## src/rtl/rxr_pkg.sv

```systemverilog
package rxr_pkg;
  typedef enum logic {
    ST_HUNT  = 1'b0,
    ST_FRAME = 1'b1
  } rx_state_e;
endpackage

```

## src/rtl/rxr_sync.sv

```systemverilog
module rxr_sync #(
  parameter int unsigned STAGES = 2
) (
  input  logic clk_i,
  input  logic rst_ni,
  input  logic d_i,
  output logic q_o
);
  logic [STAGES-1:0] chain_q;

  always_ff @(posedge clk_i or negedge rst_ni) begin
    if (!rst_ni) chain_q <= '1;  // idle line level
    else         chain_q <= {chain_q[STAGES-2:0], d_i};
  end

  assign q_o = chain_q[STAGES-1];
endmodule

```

## src/rtl/rxr_sampler.sv

```systemverilog
module rxr_sampler
  import rxr_pkg::*;
#(
  parameter int unsigned OSR = 16  // power of two
) (
  input  logic clk_i,
  input  logic rst_ni,
  input  logic tick_i,
  input  logic rx_i,
  input  logic at_start_i,
  input  logic at_stop_i,
  output logic bit_o,
  output logic strobe_o,
  output logic noisy_o
);
  localparam int unsigned PH_W = $clog2(OSR);
  localparam logic [PH_W-1:0] PH_A = PH_W'(OSR / 2);
  localparam logic [PH_W-1:0] PH_B = PH_W'(OSR / 2 + 1);
  localparam logic [PH_W-1:0] PH_C = PH_W'(OSR / 2 + 2);

  rx_state_e       state_q;
  logic [PH_W-1:0] phase_q;
  logic            rx_q, smp_a_q, smp_b_q;
  logic            vote;

  assign vote = (smp_a_q & smp_b_q) | (smp_a_q & rx_i) | (smp_b_q & rx_i);

  always_ff @(posedge clk_i or negedge rst_ni) begin
    if (!rst_ni) begin
      state_q  <= ST_HUNT;
      phase_q  <= '0;
      rx_q     <= 1'b1;
      smp_a_q  <= 1'b0;
      smp_b_q  <= 1'b0;
      bit_o    <= 1'b0;
      strobe_o <= 1'b0;
      noisy_o  <= 1'b0;
    end else begin
      strobe_o <= 1'b0;
      if (tick_i) begin
        rx_q <= rx_i;
        unique case (state_q)
          ST_HUNT: begin
            if (rx_q && !rx_i) begin
              state_q <= ST_FRAME;
              phase_q <= PH_W'(1);  // this tick is phase 0
            end
          end
          ST_FRAME: begin
            phase_q <= phase_q + 1'b1;
            if (phase_q == PH_A) smp_a_q <= rx_i;
            if (phase_q == PH_B) smp_b_q <= rx_i;
            if (phase_q == PH_C) begin
              bit_o    <= vote;
              strobe_o <= 1'b1;
              noisy_o  <= !((smp_a_q == smp_b_q) && (smp_b_q == rx_i));
              if (at_stop_i || (at_start_i && vote)) state_q <= ST_HUNT;
            end
          end
          default: state_q <= ST_HUNT;
        endcase
      end
    end
  end

  p_strobe_pulse_r8: assert property (@(posedge clk_i) disable iff (!rst_ni)
    strobe_o |=> !strobe_o);
  p_hold_no_tick_r9: assert property (@(posedge clk_i) disable iff (!rst_ni)
    !tick_i |=> ($stable(phase_q) && $stable(state_q)));
  p_strobe_on_tick_r9: assert property (@(posedge clk_i) disable iff (!rst_ni)
    strobe_o |-> $past(tick_i));
endmodule

```

## src/rtl/rxr_deser.sv

```systemverilog
module rxr_deser #(
  parameter int unsigned MAX_DATA = 9
) (
  input  logic                clk_i,
  input  logic                rst_ni,
  input  logic                nine_bit_i,
  input  logic                bit_i,
  input  logic                strobe_i,
  input  logic                noisy_i,
  output logic                at_start_o,
  output logic                at_stop_o,
  output logic [MAX_DATA-1:0] word_o,
  output logic                valid_o,
  output logic                ferr_o,
  output logic                noise_o
);
  localparam int unsigned IDX_W = $clog2(MAX_DATA + 2);
  localparam logic [IDX_W-1:0] STOP_LONG  = IDX_W'(MAX_DATA + 1);
  localparam logic [IDX_W-1:0] STOP_SHORT = IDX_W'(MAX_DATA);

  logic [IDX_W-1:0]    idx_q;
  logic [MAX_DATA-1:0] shreg_q;
  logic                acc_q;

  // index 0 = start, 1..N = data, N+1 = stop
  assign at_start_o = (idx_q == '0);
  assign at_stop_o  = (idx_q == (nine_bit_i ? STOP_LONG : STOP_SHORT));

  always_ff @(posedge clk_i or negedge rst_ni) begin
    if (!rst_ni) begin
      idx_q   <= '0;
      shreg_q <= '0;
      acc_q   <= 1'b0;
      word_o  <= '0;
      valid_o <= 1'b0;
      ferr_o  <= 1'b0;
      noise_o <= 1'b0;
    end else begin
      valid_o <= 1'b0;
      if (strobe_i) begin
        if (at_start_o) begin
          if (!bit_i) begin
            idx_q <= IDX_W'(1);
            acc_q <= noisy_i;
          end
        end else if (at_stop_o) begin
          valid_o <= 1'b1;
          ferr_o  <= !bit_i;
          noise_o <= acc_q | noisy_i;
          word_o  <= nine_bit_i ? shreg_q : {1'b0, shreg_q[MAX_DATA-1:1]};
          idx_q   <= '0;
        end else begin
          shreg_q <= {bit_i, shreg_q[MAX_DATA-1:1]};
          acc_q   <= acc_q | noisy_i;
          idx_q   <= idx_q + 1'b1;
        end
      end
    end
  end

  p_valid_pulse_r10: assert property (@(posedge clk_i) disable iff (!rst_ni)
    valid_o |=> !valid_o);
  p_valid_after_stop_r6: assert property (@(posedge clk_i) disable iff (!rst_ni)
    valid_o |-> $past(strobe_i));
  p_result_hold_r10: assert property (@(posedge clk_i) disable iff (!rst_ni)
    !valid_o |-> ($stable(word_o) && $stable(ferr_o) && $stable(noise_o)));
  p_short_top_zero_r7: assert property (@(posedge clk_i) disable iff (!rst_ni)
    (valid_o && !nine_bit_i) |-> !word_o[MAX_DATA-1]);
endmodule

```

## src/rtl/uart_rx_recovery.sv

```systemverilog
module uart_rx_recovery #(
  parameter int unsigned OSR       = 16,
  parameter int unsigned MAX_DATA  = 9,
  parameter int unsigned SYNC_DEPTH = 2
) (
  input  logic                clk_i,
  input  logic                rst_ni,
  input  logic                tick16_i,
  input  logic                rxd_i,
  input  logic                nine_bit_i,
  output logic                bit_o,
  output logic                bit_strobe_o,
  output logic [MAX_DATA-1:0] word_o,
  output logic                word_valid_o,
  output logic                frame_err_o,
  output logic                noise_o
);
  logic rx_s, at_start, at_stop, bit_noisy;

  rxr_sync #(.STAGES(SYNC_DEPTH)) u_sync (
    .clk_i (clk_i),
    .rst_ni(rst_ni),
    .d_i   (rxd_i),
    .q_o   (rx_s)
  );

  rxr_sampler #(.OSR(OSR)) u_sampler (
    .clk_i     (clk_i),
    .rst_ni    (rst_ni),
    .tick_i    (tick16_i),
    .rx_i      (rx_s),
    .at_start_i(at_start),
    .at_stop_i (at_stop),
    .bit_o     (bit_o),
    .strobe_o  (bit_strobe_o),
    .noisy_o   (bit_noisy)
  );

  rxr_deser #(.MAX_DATA(MAX_DATA)) u_deser (
    .clk_i     (clk_i),
    .rst_ni    (rst_ni),
    .nine_bit_i(nine_bit_i),
    .bit_i     (bit_o),
    .strobe_i  (bit_strobe_o),
    .noisy_i   (bit_noisy),
    .at_start_o(at_start),
    .at_stop_o (at_stop),
    .word_o    (word_o),
    .valid_o   (word_valid_o),
    .ferr_o    (frame_err_o),
    .noise_o   (noise_o)
  );
endmodule

```

## config.mk

```make
export PLATFORM = sky130hd
export DESIGN_NAME = uart_rx_recovery
export DESIGN_NICKNAME = d
export VERILOG_FILES = /design/src/rtl/rxr_pkg.sv /design/src/rtl/rxr_sync.sv /design/src/rtl/rxr_sampler.sv /design/src/rtl/rxr_deser.sv /design/src/rtl/uart_rx_recovery.sv
export SDC_FILE = /design/constraint.sdc
export NUM_CORES = 1
export LEC_CHECK = 0
export BUFFER_PORTS_ARGS = -buffer_cell sky130_fd_sc_hd__buf_2
export CAP_MARGIN = 20
export CORE_MARGIN = 2
export CORE_UTILIZATION = 30
export CTS_CLUSTER_SIZE = 20
export DETAILED_ROUTE_END_ITERATION = 7
export PLACE_DENSITY_LB_ADDON = 0.25
export SETUP_SLACK_MARGIN = 0.05
export SYNTH_ARGS = -nofsm -noshare
export SYNTH_HDL_FRONTEND = slang
export SYNTH_SLANG_ARGS = --single-unit
```

## constraint.sdc

```tcl
create_clock -name clk_i -period 3 [get_ports clk_i]
set_clock_uncertainty 0.1 [all_clocks]
set_input_delay 0.6 -clock clk_i [delete_from_list [all_inputs] [get_ports clk_i]]
set_output_delay 0.6 -clock clk_i [all_outputs]
set_load 0.05 [all_outputs]
```

==> results of run 1 <==
[sequential cells by signal, summed over array words and instances, names as in the netlist]
| signal | cells |
|---|---|
| u_deser.shreg_q | 9 |
| u_sampler.rx_q | 1 |
| u_sampler.smp_a_q | 1 |
| u_sampler.smp_b_q | 1 |
| u_sampler.state_q | 1 |
| u_sampler.strobe_o | 1 |
| u_deser.noise_o | 1 |
| u_sampler.phase_q | 4 |
| u_deser.valid_o | 1 |
| u_sync.chain_q | 2 |
| u_deser.ferr_o | 1 |
| u_sampler.bit_o | 1 |
| u_deser.idx_q | 4 |
| u_sampler.noisy_o | 1 |
| u_deser.acc_q | 1 |
| u_deser.word_o | 9 |
[cell usage in the layout, fill, tap and decap left out, types with 5 or more instances in the layout]
cell                       instances
sky130_fd_sc_hd__dfrtp_1          36
sky130_fd_sc_hd__nand2_1          26
sky130_fd_sc_hd__buf_2            18
sky130_fd_sc_hd__mux2_2           14
sky130_fd_sc_hd__inv_1            12
sky130_fd_sc_hd__nor2b_1          12
sky130_fd_sc_hd__o311ai_0         11
sky130_fd_sc_hd__o211ai_1         10
sky130_fd_sc_hd__ha_1              8
sky130_fd_sc_hd__mux2_4            7
sky130_fd_sc_hd__clkbuf_8          7
sky130_fd_sc_hd__mux2i_1           5
[final cells by class]
type | count | area (um2) | area share (%)
Sequential cell | 39 | 980 | 41.0
Timing Repair Buffer | 21 | 113 | 4.71
Inverter | 12 | 45.0 | 1.88
Clock inverter | 1 | 7.51 | 0.314
Multi-Input combinational cell | 130 | 1030 | 43.1
Clock buffer | 7 | 96.3 | 4.03
Tap cell | 96 | 120 | 5.02
[critical path: stages]
cell and delay, ns:
sky130_fd_sc_hd__buf_2 0.19, sky130_fd_sc_hd__or3b_4 0.45, sky130_fd_sc_hd__a211oi_4 0.23, sky130_fd_sc_hd__buf_4 0.27, sky130_fd_sc_hd__mux2_2 0.36
[stage by stage]
stage / worst slack [ns] / util [%] / std cells / hold WS (ns) / total power, mW
2_1_floorplan: 0.986 / - / 192 / 0.204 / 1.57
3_3_place_gp: 0.687 / 33.7 / 298 / 0.246 / 1.78
3_5_place_dp: 0.652 / 33.7 / 298 / 0.249 / 1.80
4_1_cts: 0.964 / 35.2 / 306 / 0.262 / 2.20
5_1_grt: 0.812 / 35.2 / 306 / 0.262 / 2.35
6_report: 0.974 / 35.2 / 306 / 0.258 / 2.17
[routing by layer]
layer	vias up	routed length, um	GRT usage [%]	part of all wire [%]
met5	-	0	0	0
met4	0	61	4.62	1.4
met3	4	111	3.30	2.6
met2	13	1950	19.0	46
met1	719	2100	16.1	50
li1	723	-	-	-
[power groups by stage]
stage | Combinational [mW] | Sequential, mW | Clock (mW)
after CTS | 0.892 | 0.898 | 0.410
after floorplan | 0.573 | 1.00 | 0
final | 0.877 | 0.899 | 0.394
after detailed placement | 0.891 | 0.906 | 0
after global placement | 0.873 | 0.909 | 0
after global routing | 0.991 | 0.931 | 0.433
[worst min path at each step]
| stage | start | endpoint |
|---|---|---|
| global placement | u_sync.chain_q[0] | u_sync.chain_q[1] |
| global route | u_sync.chain_q[0] | u_sync.chain_q[1] |
| floorplan | rst_ni | u_deser.acc_q |
| detailed placement | u_sync.chain_q[0] | u_sync.chain_q[1] |
| CTS | u_sync.chain_q[0] | u_sync.chain_q[1] |
| finish | u_sync.chain_q[0] | u_sync.chain_q[1] |
[kinds of logic (layout without fill, tap and decap cells)]
| kind of cell | after synthesis | after routing |
|---|---|---|
| AND/OR/NAND/NOR | 58 | 58 |
| flip-flops | 39 | 39 |
| AO/OA/AOI/OAI | 38 | 38 |
| multiplexers | 26 | 26 |
| buffers and inverters | 23 | 41 |
| adder cells (fa/ha/maj) | 8 | 8 |
==> reports/results.md, run 1 <==
## Status
- complete, no violations — status

## GRT
- 0 — initial antenna violation count
- 7.20 mm — global-route wire length before repair
- 1449 — number of global-route vias before repair
- 0 — global route total overflow
- 12.2% — All-Layer GR Usage
- 40 — maximum number of pins on one net before global-route repair

## Floorplanning
- 88.0 um — Die Y
- 19 — number of top-level pins
- 30 — row cnt
- 6790 um2 — core area
- 31.1% — initial core utilization
- 7740 um2 — die area
- 88.0 um — Die Span X

## Final layout
- 2390 um2 — final cell area excluding filler cells
- 717 — filler cell count in the final layout
- 28.1% — fraction of final layout cells with drive strength greater than 1
- 222 — net count of the finished layout
- 0 — antenna diode instance count
- 13.1% — Area Growth Syn to Fin

## Route
- 4 — detailed-router iteration count before antenna repair
- 0 — number of DRC violations after detailed routing
- 65 — DRC violation total after the first TritonRoute iteration
- 0 — DRT antenna net count
- 13.8 um — post-DR wirelength/cell
- 4.77 — Avg Vias per Cell
- 4.22 mm — post-detailed-routing wire length
- 1459 — total via count in the routed design

## Power and ir drop
- 41.5% — switching fraction of total power
- 1.27 mW — total internal power
- 41.4% — sequential cell fraction of total power
- 40.4% — combinational fraction of design power
- 0.317 mV — worst-case vdd ir drop
- 907 nW/um2 — power density cells
- 1.06 nW — Leak Pwr
- 18.1% — Clock power frac
- 0.900 mW — switching component of the power

## Timing
- 0.877 ns — measured slew at the worst slew-check pin
- 67.5% — final critical-path share of the clock period
- 494 MHz — upper clock frequency limit
- 0 — Final Max Tran Viols
- 0 — Finish-stage setup viols
- 41.6% — worst relative slew slack
- false — RSZ-0062 raised after global routing
- 0 — number of hold-slack violations in the final timing report
- 2.03 ns — final period demand of the worst path
- 0 ns — post-route setup TNS

## Synth
- sky130_fd_sc_hd__dfrtp_1 — most repeated cell in the gate-level netlist after synthesis
- 14.6% — complex-gate fraction of the synthesized area
- sky130_fd_sc_hd__dfrtp_1 43%, sky130_fd_sc_hd__mux2_2 7.5%, sky130_fd_sc_hd__mux2_4 5.0% — leading cell types by total area after synthesis
- sky130_fd_sc_hd__dfrtp_1 — post-synthesis cell type with the largest combined area
- 192 — Post-Syn Instances
- 0% — fraction of synthesized cell area in xor and xnor cells
- 14.8% — share of cell area taken by muxes after synthesis
- 46.3% — share of synthesized area occupied by flip-flops and latches
- 39 — count of state elements after synthesis
- 11.0 um2 — mean post-synth cell area
- 0 — yosys warns
- 0 — number of enable flip-flop cells after synthesis
- 14.6% — area fraction in and, or, nand and nor cells after synthesis
- 40 — Yosys cell types
- 4.73% — arithmetic-cell share of the synthesized area counting full adders, half adders and majority gates
- 100% — share of synthesized flip-flops with an asynchronous set or reset
- sky130_fd_sc_hd__dfrtp_1 — top_reg_cell synth
- 42.6% — area share of the leading cell type in the synthesized netlist
- 2110 um2 — Netlist Area Pre-Place
- multiplexers — largest family of logic cells by synthesized area
- 36 x sky130_fd_sc_hd__dfrtp_1, 26 x sky130_fd_sc_hd__nand2_1, 14 x sky130_fd_sc_hd__mux2_2 — top cells by instance count after synthesis
- 205 — net count after synthesis

## Worst setup path
- 0.98 ns — Reg2Reg Setup Slack
- u_deser.word_o[1] — Critical R2R Capture
- nine_bit_i — Critical path origin
- flip-flop — kind of end point of the critical path
- 2.11 ns — arrival time at the worst endpoint
- u_deser.idx_q[0] — reg-to-reg critical path startpoint
- input port — crit start category
- 13 — critical-path maximum fanout
- 3.08 ns — required time at the worst-slack endpoint
- in -> reg — critical setup path kind
- u_deser.word_o[1] — Critical path destination
- 4 — worst-case reg-to-reg path depth

## Clocking
- 0.08 ns — clock-pin transition on the worst setup and hold timing paths
- 0.29 ns — clock latency of the later-clocked register in the worst-skew pair
- 5 — number of buffers inserted during clock tree synthesis
- 0 — quantity of hold-fixing buffers added after cts
- 39 — clock sink count
- 0 — number of buffers added for setup after CTS
- 2 — H-tree levels
- 0 — Gates resized, CTS repair
- yes — clock tree from TritonCTS
- sky130_fd_sc_hd__clkbuf_8 — root buffer selected by CTS
- 2 — clock tree buffer depth

## Place
- 2290 um2 — placed cell areas
- 0.741 — Final GP Congestion
- 18 — total of buffers placed on input and output ports
- 2.88 mm — detailed-placement wirelength estimate

## Flow run
- 0 — # Max-Cap Violations

## Worst hold path
- 0 — number of cells traversed by the worst hold path
- reg -> reg — path category of the worst min-delay check

(Power assumes the default switching activity.)
==> inputs of run 2 (changes only) <==
Settings changed: ABC_AREA set to 1.
Clock period 3 ns to 1.9 ns, I/O delays scaled along.
==> reports/results.md, run 2 <==
## Status
- complete, no violations — status

## Power and ir drop
- 2.28 mW — overall power after layout
- 37.0% — switching fraction of total power
- 1.15 nW — Leak Pwr
- 26.9% — combinational fraction of design power
- 0.394 mV — worst-case vdd ir drop
- 24.4% — Clock power frac
- 1060 nW/um2 — power density cells
- 1.44 mW — total internal power
- 0.845 mW — switching component of the power
- 48.7% — sequential cell fraction of total power

## Clocking
- 39 — clock sink count
- 0 — number of buffers added for setup after CTS
- 0.29 ns — clock latency of the later-clocked register in the worst-skew pair
- 0 — quantity of hold-fixing buffers added after cts
- 0 — Gates resized, CTS repair
- 0.08 ns — clock-pin transition on the worst setup and hold timing paths
- 2 — H-tree levels
- sky130_fd_sc_hd__clkbuf_8 — root buffer selected by CTS
- 2 — clock tree buffer depth
- 5 — number of buffers inserted during clock tree synthesis
- yes — clock tree from TritonCTS

## GRT
- 40 — maximum number of pins on one net before global-route repair
- 6.58 mm — global-route wire length before repair
- 0 — initial antenna violation count
- 1486 — number of global-route vias before repair
- 11.4% — All-Layer GR Usage
- 0 — global route total overflow

## Worst setup path
- reg -> reg — critical setup path kind
- sky130_fd_sc_hd__dfrtp_1 — slowest cell on the critical path
- 1.73 ns — arrival time at the worst endpoint
- 5 — critical-path maximum fanout
- inv_1 > ha_1 > nand3_1 > nand2_1 > inv_1 > nand2_1 > o21ai_0 — cell-by-cell listing of the critical path
- flip-flop — crit start category
- 0.46 ns — critical path's largest stage delay
- 2.01 ns — required time at the worst-slack endpoint
- flip-flops — crit-path leading delay family
- flip-flop — kind of end point of the critical path
- 2 — buffering stage count on the worst path with inverters included

## Route
- 0 — DRT antenna net count
- 4.63 — Avg Vias per Cell
- 11.2 um — post-DR wirelength/cell
- 55 — DRC violation total after the first TritonRoute iteration
- 1510 — total via count in the routed design
- 4 — detailed-router iteration count before antenna repair
- 3.64 mm — post-detailed-routing wire length
- 0 — number of DRC violations after detailed routing

## Timing
- 0 — Final Max Tran Viols
- 0 — Finish-stage setup viols
- 0 — number of hold-slack violations in the final timing report
- 619 MHz — upper clock frequency limit
- 0.283 ns — final worst-path setup slack
- 67.2% — worst relative slew slack
- 0.492 ns — measured slew at the worst slew-check pin
- 1.62 ns — final period demand of the worst path
- false — RSZ-0062 raised after global routing
- 0 ns — post-route setup TNS
- 85.1% — final critical-path share of the clock period

## Synth
- 1910 um2 — Netlist Area Pre-Place
- 241 — net count after synthesis
- 0 — number of enable flip-flop cells after synthesis
- sky130_fd_sc_hd__dfrtp_1 — top_reg_cell synth
- 23 — Yosys cell types
- sky130_fd_sc_hd__nand2_1 — most repeated cell in the gate-level netlist after synthesis
- sky130_fd_sc_hd__dfrtp_1 47%, sky130_fd_sc_hd__nand2_1 15%, sky130_fd_sc_hd__o21ai_0 5.8% — leading cell types by total area after synthesis
- 39 — count of state elements after synthesis
- sky130_fd_sc_hd__dfrtp_1 — post-synthesis cell type with the largest combined area
- 228 — Post-Syn Instances
- 76 x sky130_fd_sc_hd__nand2_1, 36 x sky130_fd_sc_hd__dfrtp_1, 22 x sky130_fd_sc_hd__inv_1, 22 x sky130_fd_sc_hd__o21ai_0, 11 x sky130_fd_sc_hd__o21ai_1 — top cells by instance count after synthesis
- 0 — yosys warns
- 51.2% — share of synthesized area occupied by flip-flops and latches
- 8.40 um2 — mean post-synth cell area
- 47.1% — area share of the leading cell type in the synthesized netlist
- 100% — share of synthesized flip-flops with an asynchronous set or reset

## Place
- 0.111 ns — worst-case setup slack after placement
- 0.744 — Final GP Congestion
- 18 — total of buffers placed on input and output ports
- 2.58 mm — detailed-placement wirelength estimate

## Final layout
- 0 — antenna diode instance count
- u_deser.shreg_q x9, u_deser.word_o x9 — biggest registers after layout
- 16.1% — fraction of final layout cells with drive strength greater than 1
- 76 x sky130_fd_sc_hd__nand2_1, 36 x sky130_fd_sc_hd__dfrtp_1, 22 x sky130_fd_sc_hd__inv_1, 22 x sky130_fd_sc_hd__o21ai_0, 18 x sky130_fd_sc_hd__buf_2 — highest-count cells in the layout ignoring fill and taps
- 793 um2 — total area of multi-input combinational cells
- sky130_fd_sc_hd__nand2_1 — leading cell type in the layout, fill and taps excluded
- 658 — filler cell count in the final layout
- 980 um2 — Sequential cell area
- 12.8% — Area Growth Syn to Fin
- 262 — net count of the finished layout

## Floorplanning
- 19 — number of top-level pins
- 83.9 um — Die Y
- 30.5% — initial core utilization
- 7040 um2 — die area
- 29 — row cnt
- 83.9 um — Die Span X
- 6280 um2 — core area

## Worst hold path
- in -> async — path category of the worst min-delay check

## Flow run
- 0 — # Max-Cap Violations

run 2: cell count changes after synthesis, sizes merged, moves of 7 or more:
cell,change
nand2,+52
clkbuf,-7
mux2,-21
inv,+12
o311ai,-11
nor2b,-12
nand3,+9
o21ai,+30
nor2,+8
o211ai,-10
nand4,+10
run 2: path summary, 6_finish.rpt:
kind                       slack, ns  cells past startpoint         startpoint                end
hold / removal                  0.04                      2             rst_ni   u_deser.idx_q[3]
hold reg to reg                 0.26                      0  u_sync.chain_q[0]  u_sync.chain_q[1]
max in group asynchronous       1.30                      2             rst_ni     u_sampler.rx_q
min in group clk_i              0.09                      1              rxd_i  u_sync.chain_q[0]
setup / recovery                0.28                      7   u_deser.idx_q[0]   u_deser.idx_q[3]
setup reg to reg                0.28                      7   u_deser.idx_q[0]   u_deser.idx_q[3]
run 2: stage by stage:
step	cell area [um2]	instances	utilization, %	hold slack, ns
final	2160	326	34.4	0.0377
after global routing	2160	326	34.4	0.0698
after CTS	2160	326	34.4	0.0546
after detailed placement	2070	319	33.0	0.248
after global placement	2070	319	33.0	0.246
after floorplan	1910	228	-	-0.0156
run 2: area by class of cell:
class	count	area share (%)
Clock buffer	6	3.82
Clock inverter	1	0.232
Inverter	24	4.17
Multi-Input combinational cell	158	36.7
Sequential cell	39	45.4
Tap cell	77	4.46
Timing Repair Buffer	21	5.21
run 2: cells by family after synthesis:
family	share of synthesized area [%]
compound gates	9.41
buf+inv	7.39
fa+ha+maj	5.23
flops	51.2
xor+xnor	0.458
simple gates	26.3
run 2: worst reg2reg max path: stages, from the launching register on:
cell,delay [ns]
sky130_fd_sc_hd__dfrtp_1,0.46
sky130_fd_sc_hd__inv_1,0.12
sky130_fd_sc_hd__ha_1,0.24
sky130_fd_sc_hd__nand3_1,0.13
sky130_fd_sc_hd__nand2_1,0.11
sky130_fd_sc_hd__inv_1,0.13
sky130_fd_sc_hd__nand2_1,0.09
sky130_fd_sc_hd__o21ai_0,0.17
run 2: per-layer routing:
metal	track usage, %	share of wire, %	vias to the layer above
li1	-	-	779
met5	0	0	-
met3	3.36	4.4	5
met4	4.55	1.1	0
met1	14.4	50	692
met2	18.4	45	34
run 2: power groups by stage:
| stage | clock (mW) | sequential (mW) | combinational, mW |
|---|---|---|---|
| after CTS | 0.591 | 1.11 | 0.625 |
| final | 0.557 | 1.11 | 0.615 |
| after detailed placement | 0 | 1.13 | 0.614 |
| after global routing | 0.625 | 1.13 | 0.712 |
| after floorplan | 0 | 1.13 | 0.455 |
| after global placement | 0 | 1.13 | 0.607 |
==> inputs of run 3 (changes only) <==
Settings changed: CORE_MARGIN 2 to unset.
==> reports/results.md, run 3 (synthesized netlist as in run 2, its figures left out) <==
## Clocking
- 0 — quantity of hold-fixing buffers added after cts
- 2 — H-tree levels
- 0.08 ns — clock-pin transition on the worst setup and hold timing paths
- 0 — number of buffers added for setup after CTS
- 0 — Gates resized, CTS repair
- 5 — number of buffers inserted during clock tree synthesis
- 0.29 ns — clock latency of the later-clocked register in the worst-skew pair
- 39 — clock sink count
- sky130_fd_sc_hd__clkbuf_8 — root buffer selected by CTS
- 2 — clock tree buffer depth
- yes — clock tree from TritonCTS

## Worst setup path
- 1.73 ns — arrival time at the worst endpoint
- 7 — path length in cells of the critical path
- 0.45 ns — critical path's largest stage delay
- 1 — buffering stage count on the worst path with inverters included
- sky130_fd_sc_hd__dfrtp_1 — slowest cell on the critical path
- 7 — worst-case reg-to-reg path depth
- u_deser.idx_q[0] — Critical path origin
- simple AND/OR/NAND/NOR gates — crit-path leading delay family
- flip-flop — kind of end point of the critical path
- u_deser.noise_o — Critical path destination
- 2.04 ns — required time at the worst-slack endpoint
- flip-flop — crit start category
- u_deser.noise_o — Critical R2R Capture
- u_deser.idx_q[0] — reg-to-reg critical path startpoint
- inv_1 > nand3_2 > nand2_2 > nand2_4 > nor2_4 > o21ai_0 > nand2_1 — cell-by-cell listing of the critical path
- 0.31 ns — Reg2Reg Setup Slack
- reg -> reg — critical setup path kind
- 26 — critical-path maximum fanout

## Timing
- 1.59 ns — final period demand of the worst path
- 0 ns — post-route setup TNS
- 629 MHz — upper clock frequency limit
- 0.488 ns — measured slew at the worst slew-check pin
- 0 — Finish-stage setup viols
- 0 — number of hold-slack violations in the final timing report
- 83.7% — final critical-path share of the clock period
- 0 — Final Max Tran Viols
- 67.2% — worst relative slew slack
- false — RSZ-0062 raised after global routing

## Flow run
- 0 — # Max-Cap Violations

## Final layout
- u_deser.shreg_q x9, u_deser.word_o x9 — biggest registers after layout
- 2160 um2 — final cell area excluding filler cells
- 16.1% — fraction of final layout cells with drive strength greater than 1
- 0 — antenna diode instance count
- 76 x sky130_fd_sc_hd__nand2_1, 36 x sky130_fd_sc_hd__dfrtp_1, 22 x sky130_fd_sc_hd__inv_1, 22 x sky130_fd_sc_hd__o21ai_0, 18 x sky130_fd_sc_hd__buf_2 — highest-count cells in the layout ignoring fill and taps
- 12.7% — Area Growth Syn to Fin
- sky130_fd_sc_hd__nand2_1 — leading cell type in the layout, fill and taps excluded
- 35.8% — fraction of the core area covered by cells at the end of the flow
- 262 — net count of the finished layout
- 641 — filler cell count in the final layout

## GRT
- 6.35 mm — global-route wire length before repair
- 0 — initial antenna violation count
- 0 — global route total overflow
- 1401 — number of global-route vias before repair
- 40 — maximum number of pins on one net before global-route repair
- 12.4% — All-Layer GR Usage

## Route
- 4.61 — Avg Vias per Cell
- 0 — number of DRC violations after detailed routing
- 11.1 um — post-DR wirelength/cell
- 0 — DRT antenna net count
- 1494 — total via count in the routed design
- 3.58 mm — post-detailed-routing wire length
- 4 — detailed-router iteration count before antenna repair
- 91 — DRC violation total after the first TritonRoute iteration

## Status
- complete, no violations — status

## Floorplanning
- 81.9 um — Die Y
- 6700 um2 — die area
- 6030 um2 — core area
- 19 — number of top-level pins
- 31.8% — initial core utilization
- 81.9 um — Die Span X
- 28 — row cnt

## Power and ir drop
- 1.15 nW — Leak Pwr
- 1060 nW/um2 — power density cells
- 0.485 mV — worst-case vdd ir drop

## Place
- 2.56 mm — detailed-placement wirelength estimate
- 18 — total of buffers placed on input and output ports
- 0.769 — Final GP Congestion
- 2070 um2 — placed cell areas

## Worst hold path
- in -> async — path category of the worst min-delay check

## run 3: area by class of cell
type | instances | area [um2] | area share [%]
Clock buffer | 6 | 82.6 | 3.83
Clock inverter | 1 | 5.00 | 0.232
Inverter | 24 | 90.1 | 4.18
Multi-Input combinational cell | 158 | 793 | 36.8
Sequential cell | 39 | 980 | 45.4
Tap cell | 75 | 93.8 | 4.35
Timing Repair Buffer | 21 | 113 | 5.22
## run 3: report_power, final
| group | internal [mW] | switching (mW) | total (mW) | leakage, nW |
|---|---|---|---|---|
| registers | 0.967 | 0.141 | 1.11 | 0.506 |
| logic | 0.185 | 0.419 | 0.604 | 0.598 |
| clock network | 0.285 | 0.282 | 0.567 | 0.0470 |
| total | 1.44 | 0.841 | 2.28 | 1.15 |
## run 3: routing by layer
metal	global-route usage (%)	wire, um	part of all wire, %
met1	15.8	1830	51
met4	4.74	48	1.3
met2	19.7	1540	43
met3	3.44	168	4.7
met5	0	0	0
## run 3: worst register-to-register path, delay by kind of cell, from the launching register on
kind	cells	cell delay [ns]
flip-flops	1	0.45
AND/OR/NAND/NOR	5	0.69
AO/OA/AOI/OAI	1	0.17
buffers and inverters	1	0.13
## run 3: stage by stage
step / cells / total power, mW / hold slack [ns] / setup slack [ns]
2_1_floorplan: 228 / 1.59 / -0.0156 / 0.455
3_3_place_gp: 317 / 1.74 / 0.247 / 0.178
3_5_place_dp: 317 / 1.73 / 0.247 / 0.0997
4_1_cts: 324 / 2.31 / 0.0532 / 0.286
5_1_grt: 324 / 2.46 / 0.0769 / 0.123
6_report: 324 / 2.28 / 0.0259 / 0.310
## run 3: how the worst min path moves through the flow
stage	start	cells after the start	to
floorplan	rst_ni	0	u_deser.acc_q
global placement	u_sync.chain_q[0]	0	u_sync.chain_q[1]
detailed placement	u_sync.chain_q[0]	0	u_sync.chain_q[1]
CTS	rst_ni	2	u_deser.noise_o
global route	rst_ni	2	u_deser.idx_q[3]
finish	rst_ni	2	u_deser.idx_q[0]
